--- src/rtl/wdt_pkg.sv ---
// Shared constants for the watchdog: the control bit layout that software
// depends on, and the word indices of the three registers.
package wdt_pkg;
    localparam int DIV_W       = 18;
    localparam int BIT_RUN     = 18;
    localparam int BIT_DOMAIN  = 21;
    localparam int BIT_CLK_ON  = 24;
    localparam int BIT_DIV_ON  = 25;
    localparam int BIT_FORCE   = 26;

    localparam logic [1:0] IDX_CTRL    = 2'd0;
    localparam logic [1:0] IDX_TIMEOUT = 2'd2;
    localparam logic [1:0] IDX_RESTART = 2'd3;

    typedef struct packed {
        logic             div_on;
        logic             clk_on;
        logic             domain;
        logic             run;
        logic [DIV_W-1:0] divide;
    } ctrl_t;
endpackage

--- src/rtl/wdt_regfile.sv ---
// Register file of the watchdog. Decodes word index addr[3:2], stores the
// control fields and the timeout, and turns writes to the restart register
// and of the force bit into one-cycle strobes. Assumes one write per cycle
// and reads without side effects.
module wdt_regfile
    import wdt_pkg::*;
#(
    parameter int ADDR_W = 4,
    parameter int DATA_W = 32,
    parameter int TMO_W  = 16
) (
    input  logic              clk,
    input  logic              rst_n,
    input  logic              wr_en,
    input  logic [ADDR_W-1:0] addr,
    input  logic [DATA_W-1:0] wdata,
    output logic [DATA_W-1:0] rdata,
    output ctrl_t             ctrl,
    output logic [TMO_W-1:0]  limit,
    output logic              restart,
    output logic              force_now
);
    localparam int PAD_W = DATA_W - TMO_W;

    logic [1:0] idx;
    assign idx = addr[3:2];

    // Strobes derived straight from the current bus write
    assign restart   = wr_en && (idx == IDX_RESTART);
    assign force_now = wr_en && (idx == IDX_CTRL) && wdata[BIT_FORCE];

    // Stored control fields and timeout
    always_ff @(posedge clk) begin
        if (!rst_n) begin
            ctrl  <= '0;
            limit <= '0;
        end else if (wr_en) begin
            if (idx == IDX_CTRL) begin
                ctrl.divide <= wdata[DIV_W-1:0];
                ctrl.run    <= wdata[BIT_RUN];
                ctrl.domain <= wdata[BIT_DOMAIN];
                ctrl.clk_on <= wdata[BIT_CLK_ON];
                ctrl.div_on <= wdata[BIT_DIV_ON];
            end else if (idx == IDX_TIMEOUT) begin
                limit <= wdata[TMO_W-1:0];
            end
        end
    end

    // Read multiplexer: stored bits only, everything else zero
    always_comb begin
        rdata = '0;
        case (idx)
            IDX_CTRL: begin
                rdata[DIV_W-1:0]  = ctrl.divide;
                rdata[BIT_RUN]    = ctrl.run;
                rdata[BIT_DOMAIN] = ctrl.domain;
                rdata[BIT_CLK_ON] = ctrl.clk_on;
                rdata[BIT_DIV_ON] = ctrl.div_on;
            end
            IDX_TIMEOUT: rdata = {{PAD_W{1'b0}}, limit};
            default:     rdata = '0;
        endcase
    end

    AST_CTRL_WRITE_LANDS: assert property (@(posedge clk) disable iff (!rst_n)
        (wr_en && idx == IDX_CTRL) |=> (ctrl.run == $past(wdata[BIT_RUN])));
    AST_LIMIT_HOLDS: assert property (@(posedge clk) disable iff (!rst_n)
        !(wr_en && idx == IDX_TIMEOUT) |=> $stable(limit));
endmodule

--- src/rtl/wdt_prescaler.sv ---
// Prescaler: divides the clock into a one-cycle tick every DIVIDE clocks.
// Runs only with both gate bits set and a non-zero divide value, and holds
// its phase at zero otherwise. A divide value lowered below the current
// phase wraps on the next clock.
module wdt_prescaler #(
    parameter int DIV_W = 18
) (
    input  logic             clk,
    input  logic             rst_n,
    input  logic             clk_on,
    input  logic             div_on,
    input  logic [DIV_W-1:0] divide,
    output logic             tick
);
    logic [DIV_W-1:0] phase;
    logic             active;
    logic             last;

    assign active = clk_on && div_on && (divide != '0);
    assign last   = (phase >= divide - 1'b1);
    assign tick   = active && last;

    // Phase counter, cleared while gated
    always_ff @(posedge clk) begin
        if (!rst_n)       phase <= '0;
        else if (!active) phase <= '0;
        else if (last)    phase <= '0;
        else              phase <= phase + 1'b1;
    end

    AST_PHASE_IN_RANGE: assert property (@(posedge clk) disable iff (!rst_n)
        (active && $past(active) && $stable(divide)) |-> (phase < divide));
    AST_GATED_PHASE_ZERO: assert property (@(posedge clk) disable iff (!rst_n)
        !active |=> (phase == '0));
endmodule

--- src/rtl/wdt_tick_counter.sv ---
// Tick counter: advances on each tick while running and flags expiry when
// the incremented value equals the timeout, clearing itself at that point.
// A restart strobe has priority and clears the count without expiry. The
// compare is one bit wider than the count, so a timeout of zero never hits.
module wdt_tick_counter #(
    parameter int TMO_W = 16
) (
    input  logic             clk,
    input  logic             rst_n,
    input  logic             run,
    input  logic             tick,
    input  logic             restart,
    input  logic [TMO_W-1:0] limit,
    output logic             expire
);
    logic [TMO_W-1:0] count;
    logic [TMO_W:0]   bumped;
    logic             step;
    logic             hit;

    assign step   = run && tick;
    assign bumped = {1'b0, count} + 1'b1;
    assign hit    = step && (bumped == {1'b0, limit});
    assign expire = hit && !restart;

    // Count update: restart, then expiry clear, then increment
    always_ff @(posedge clk) begin
        if (!rst_n)       count <= '0;
        else if (restart) count <= '0;
        else if (hit)     count <= '0;
        else if (step)    count <= bumped[TMO_W-1:0];
    end

    AST_RESTART_CLEARS: assert property (@(posedge clk) disable iff (!rst_n)
        restart |=> (count == '0));
    AST_FROZEN_WHEN_STOPPED: assert property (@(posedge clk) disable iff (!rst_n)
        (!run && !restart) |=> $stable(count));
    AST_ZERO_LIMIT_SILENT: assert property (@(posedge clk) disable iff (!rst_n)
        (limit == '0) |-> !expire);
endmodule

--- src/rtl/wdt_pulse_gen.sv ---
// Reset pulse generator: a request while idle starts a pulse of exactly
// PULSE_LEN clocks from the next clock on; requests during a pulse are
// dropped. Assumes PULSE_LEN is at least 2.
module wdt_pulse_gen #(
    parameter int PULSE_LEN = 16
) (
    input  logic clk,
    input  logic rst_n,
    input  logic trigger,
    output logic pulse
);
    localparam int CW = $clog2(PULSE_LEN);

    logic          active;
    logic [CW-1:0] left;

    assign pulse = active;

    // Pulse state and remaining length
    always_ff @(posedge clk) begin
        if (!rst_n) begin
            active <= 1'b0;
            left   <= '0;
        end else if (!active) begin
            if (trigger) begin
                active <= 1'b1;
                left   <= CW'(PULSE_LEN - 1);
            end
        end else if (left == '0) begin
            active <= 1'b0;
        end else begin
            left <= left - 1'b1;
        end
    end

    AST_TRIGGER_STARTS: assert property (@(posedge clk) disable iff (!rst_n)
        (trigger && !pulse) |=> pulse);
    AST_HOLD_TO_END: assert property (@(posedge clk) disable iff (!rst_n)
        (pulse && left != '0) |=> pulse);
    AST_DROP_AFTER_LAST: assert property (@(posedge clk) disable iff (!rst_n)
        (pulse && left == '0) |=> !pulse);
endmodule

--- src/rtl/tick_watchdog.sv ---
// Watchdog top: register file, prescaler, tick counter and pulse generator.
// Expiry and the software force bit share one pulse generator. Assumes a
// single clock domain and a synchronous active-low bus reset.
module tick_watchdog
    import wdt_pkg::*;
#(
    parameter int ADDR_W    = 4,
    parameter int DATA_W    = 32,
    parameter int TMO_W     = 16,
    parameter int PULSE_LEN = 16
) (
    input  logic              clk,
    input  logic              rst_n,
    input  logic              bus_wr,
    input  logic [ADDR_W-1:0] bus_addr,
    input  logic [DATA_W-1:0] bus_wdata,
    output logic [DATA_W-1:0] bus_rdata,
    output logic              wdt_rst_o,
    output logic              wdt_dom_o
);
    ctrl_t            ctrl;
    logic [TMO_W-1:0] limit;
    logic             restart;
    logic             force_now;
    logic             tick;
    logic             expire;
    logic             trigger;

    wdt_regfile #(.ADDR_W(ADDR_W), .DATA_W(DATA_W), .TMO_W(TMO_W)) u_regs (
        .clk(clk), .rst_n(rst_n), .wr_en(bus_wr), .addr(bus_addr),
        .wdata(bus_wdata), .rdata(bus_rdata), .ctrl(ctrl), .limit(limit),
        .restart(restart), .force_now(force_now)
    );

    wdt_prescaler #(.DIV_W(DIV_W)) u_pre (
        .clk(clk), .rst_n(rst_n), .clk_on(ctrl.clk_on), .div_on(ctrl.div_on),
        .divide(ctrl.divide), .tick(tick)
    );

    wdt_tick_counter #(.TMO_W(TMO_W)) u_cnt (
        .clk(clk), .rst_n(rst_n), .run(ctrl.run), .tick(tick),
        .restart(restart), .limit(limit), .expire(expire)
    );

    assign trigger = expire || force_now;

    wdt_pulse_gen #(.PULSE_LEN(PULSE_LEN)) u_pulse (
        .clk(clk), .rst_n(rst_n), .trigger(trigger), .pulse(wdt_rst_o)
    );

    assign wdt_dom_o = ctrl.domain;

    AST_FORCE_REACHES_PIN: assert property (@(posedge clk) disable iff (!rst_n)
        force_now |=> wdt_rst_o);
    AST_NO_EXPIRY_WHEN_STOPPED: assert property (@(posedge clk) disable iff (!rst_n)
        !ctrl.run |-> !expire);
endmodule

--- config.mk ---
export PLATFORM = sky130hd
export DESIGN_NAME = tick_watchdog
export DESIGN_NICKNAME = d
export VERILOG_FILES = /design/src/rtl/wdt_pkg.sv /design/src/rtl/wdt_regfile.sv /design/src/rtl/wdt_prescaler.sv /design/src/rtl/wdt_tick_counter.sv /design/src/rtl/wdt_pulse_gen.sv /design/src/rtl/tick_watchdog.sv
export SDC_FILE = /design/constraint.sdc
export NUM_CORES = 1
export LEC_CHECK = 0
export BUFFER_PORTS_ARGS = -buffer_cell sky130_fd_sc_hd__buf_2
export CORE_UTILIZATION = 60
export DETAILED_ROUTE_END_ITERATION = 12
export GPL_TIMING_DRIVEN = 0
export HOLD_SLACK_MARGIN = 0.15
export PLACE_DENSITY_LB_ADDON = 0.1
export SYNTH_ARGS = -nofsm -noshare
export SYNTH_HDL_FRONTEND = slang
export SYNTH_HIERARCHICAL = 1
export SYNTH_SLANG_ARGS = --single-unit
--- constraint.sdc ---
create_clock -name clk -period 8.6 [get_ports clk]
set_input_delay 0.43 -clock clk [delete_from_list [all_inputs] [get_ports clk]]
set_output_delay 0.43 -clock clk [all_outputs]
set_load 0.02 [all_outputs]
==> summary.md <==
| Metric | Value |
|---|---|
| Ys flop type | `dfxtp_1` |
| Core Util, Final | `69.47%` |
| Total Wirelength | `12130 um` |
| Hpwl dp | `9330 um` |
| CP most frequent cell | `nor4_1` |
| Initial drt markers | `209` |
| Wire per inst | `15.57 um` |
| Clk pin slew, worst setup/hold paths | `100 ps` |
| Crit-path max FO | `10` |
| Critical Path, Cell by Cell | `nor4_1 > nand4_1 > nor4_1 > xnor2_1 > ha_1 > nand4_1 > nor4_1 > or3b_1 > nand4_2 > and2_1 > nand2_2 > or4_1 > nor4_1 > o2111ai_1 > nor4_4 > nor2b_1 > or2_1 > nor2b_1 > a211oi_1 > a211oi_1` |
| Sequential Area | `1541 um^2` |
| Max Root-Sink Buffers | `2` |
| Count of different cell masters after synthesis | `65` |
| Routed vias/inst | `5.677` |
| Design Power | `794.4 uW` |
| Die Footprint | `8829 um^2` |
| Startpoint types | `flip-flop` |
| Initial antenna violation count | `0` |
| Clock sinks | `77` |
| Core box area | `8217 um^2` |
| TritonCTS Buffers | `9` |
| RePlAce Congestion | `0.8866` |
| Total grt overflow | `0` |
| Clock tree from TritonCTS | `yes` |
| Peak VDD IR | `0.0001089 V` |
| Hold Vio Cnt, Final | `0` |
| Hold WS | `305.8 ps` |
| Tmin final | `6148 ps` |
| Relative max-transition margin | `44.51%` |
| Share of cells above drive strength 1 | `17.66%` |
| Post-synthesis sequential area ratio | `30.37%` |
| MaxCap Viol Count | `0` |
| R2r endpoint | `u_pulse/left[0]` |
| # hold bufs at CTS | `0` |
| Non-filler cells, final | `779` |
| #FFs+latches synth | `77` |
| Worst Path Arrival | `6420 ps` |
| Setup CP Type | `flip-flop to flip-flop` |
| Final setup viols | `0` |
| I/O Buffers | `51` |
| Worst-Skew Late Latency | `360 ps` |
| Pleak | `2.458 nW` |
| Clock Skew | `12.35 ps` |
| Cell area after layout | `5708 um^2` |
| Hold path endpoint | `u_regs/ctrl[19]` |
| Largest net degree at the start of global routing | `17` |
| Slowest-stage cell, CP | `or4_1` |
| PD cells | `139.2 nW/um^2` |
| Gr usage total | `28.83%` |
| Cells after DPL | `763` |
| EDFF count, synth | `0` |
| Vias | `4422` |
| R2r worst-path depth | `20` |
| ANT nets after route | `0` |
| Multi-input logic area | `3239 um^2` |
| Root buf cell | `clkbuf_8` |
| Worst R2R Start | `u_regs/ctrl[7]` |
| Hold depth | `3` |
| CP bufs+invs | `0` |
| Area delta synth->final | `12.48%` |
| Post-CTS setup buffers | `0` |
| Setup repair after global routing missed its margin | `false` |
| Critical path's top delay family | `simple AND/OR/NAND/NOR gates` |
| Chip width | `93.97 um` |
| Yosys warnings | `6` |
| Min-delay worst type | `input pin to flip-flop` |
| Run status | `finished, final reports clean` |
| Max-slew violation count | `0` |
| Die height | `93.97 um` |
| Period utilization | `71.48%` |
| Placed instance area | `5495 um^2` |
| Worst slack at placement | `2572 ps` |
| Worst-margin pin slew | `824.8 ps` |
| Drt first pass iters | `4` |
| H-tree depth | `3` |
| Drt drc | `0` |
| Syn Area/Cell | `8.486 um^2` |
| Worst path required time | `8870 ps` |
| Reg2Reg Setup Slack | `2450 ps` |
| Fin Setup TNS | `0 ps` |
| # rows | `33` |
| Fill count | `687` |
| CP endpoint kind | `flip-flop` |
| Ant diodes | `0` |
| First-pass GRT wire length | `19750 um` |
| Vias in the first global route | `4068` |
| Async set or reset register ratio after synthesis | `0%` |
| Fin nets | `732` |
| Starting Density | `61.76%` |
| Mapped Cells | `598` |
| Mapped cell area | `5075 um^2` |
| Hold_sp | `bus_wdata[21]` |
| Post-cts resize count | `0` |
| CP max stage delay | `550 ps` |
| Setup WS post-layout | `2452 ps` |
| IO Pins | `73` |
| FMAX | `162.7 MHz` |
## cell usage in the layout (no fill, tap or decap), types with 10 or more instances in the layout
cell type / n
nand3_1: 16
a21oi_1: 15
buf_2: 55
mux2i_1: 56
nor2_1: 50
nor3_1: 26
buf_4: 14
and2_1: 10
ha_1: 24
xnor2_1: 42
nand2_1: 97
dfxtp_1: 77
conb_1: 10
nand4_1: 15
clkbuf_1: 10
inv_1: 13
xor2_1: 20
## sequential cells by signal, summed over array words and instances, names as in the netlist
| register | count |
|---|---|
| u_regs/ctrl | 22 |
| u_pre/phase | 18 |
| u_cnt/count | 16 |
| u_regs/limit | 16 |
| u_pulse/left | 4 |
| u_pulse/pulse | 1 |
## worst max-delay path by stage
stage,startpoint,to,slack [ps],depth (start not counted)
after floorplan,u_regs/ctrl[11],u_pulse/left[0],3560,20
after global placement,u_regs/ctrl[11],u_pulse/left[0],2780,20
after detailed placement,u_regs/ctrl[7],u_pulse/left[0],2570,20
after CTS,u_regs/ctrl[7],u_pulse/left[0],2510,20
after global routing,u_regs/ctrl[4],u_pulse/left[0],1910,20
final,u_regs/ctrl[7],u_pulse/left[0],2450,20
## metal layers
layer  vias to the layer above  routed length, um  global-route usage [%]
met5                         -                  0                       0
met3                        19                560                   4.612
met1                      2078               5658                   38.02
met2                       114               5632                   47.26
met4                         0                277                   10.51
li1                       2211                  -                       -
## layout make-up
type	count	area share, %
multi-input cells	477	56.75
flip-flops and latches	77	27.01
plain buffers	40	4.888
repair buffers	51	4.472
well taps	105	2.302
clock buffers	9	2.170
clock inverters	7	1.556
inverters	13	0.8549
## synthesized netlist by cell type (13+ instances only)
| cell type | count | area share, % |
|---|---|---|
| nand4_1 | 15 | 1.8 |
| xor2_1 | 20 | 3.5 |
| nand2_1 | 97 | 7.2 |
| a21oi_1 | 15 | 1.5 |
| xnor2_1 | 42 | 7.2 |
| nor3_1 | 26 | 2.6 |
| buf_4 | 14 | 2.1 |
| inv_1 | 13 | 0.96 |
| ha_1 | 24 | 5.9 |
| nor2_1 | 50 | 3.7 |
| mux2i_1 | 56 | 11 |
| nand3_1 | 16 | 1.6 |
| dfxtp_1 | 77 | 30 |
## cells by family (layout without fill, tap and decap cells)
group	Yosys count	after routing	share of synthesized area, %
flops	77	77	30.37
other cells	1	10	0.07389
buf+inv	53	120	6.460
fa+ha+maj	24	24	5.917
simple gates	272	272	27.81
xor+xnor	64	64	11.34
mux	58	58	11.49
compound gates	49	49	6.534
## power by group
group	leakage, nW	switching [mW]	internal, mW	total, mW
combinational	1.73	0.0684	0.0545	0.123
clock	0.106	0.156	0.142	0.297
sequential	0.623	0.0108	0.363	0.374
total	2.46	0.235	0.560	0.794
## worst min-delay path: cells and delay by family
family                 cells  cell delay [ps]
buffers and inverters      1               90
muxes                      1               50
and+or+nand+nor            1               50
Power figures use the tool's default switching activity.
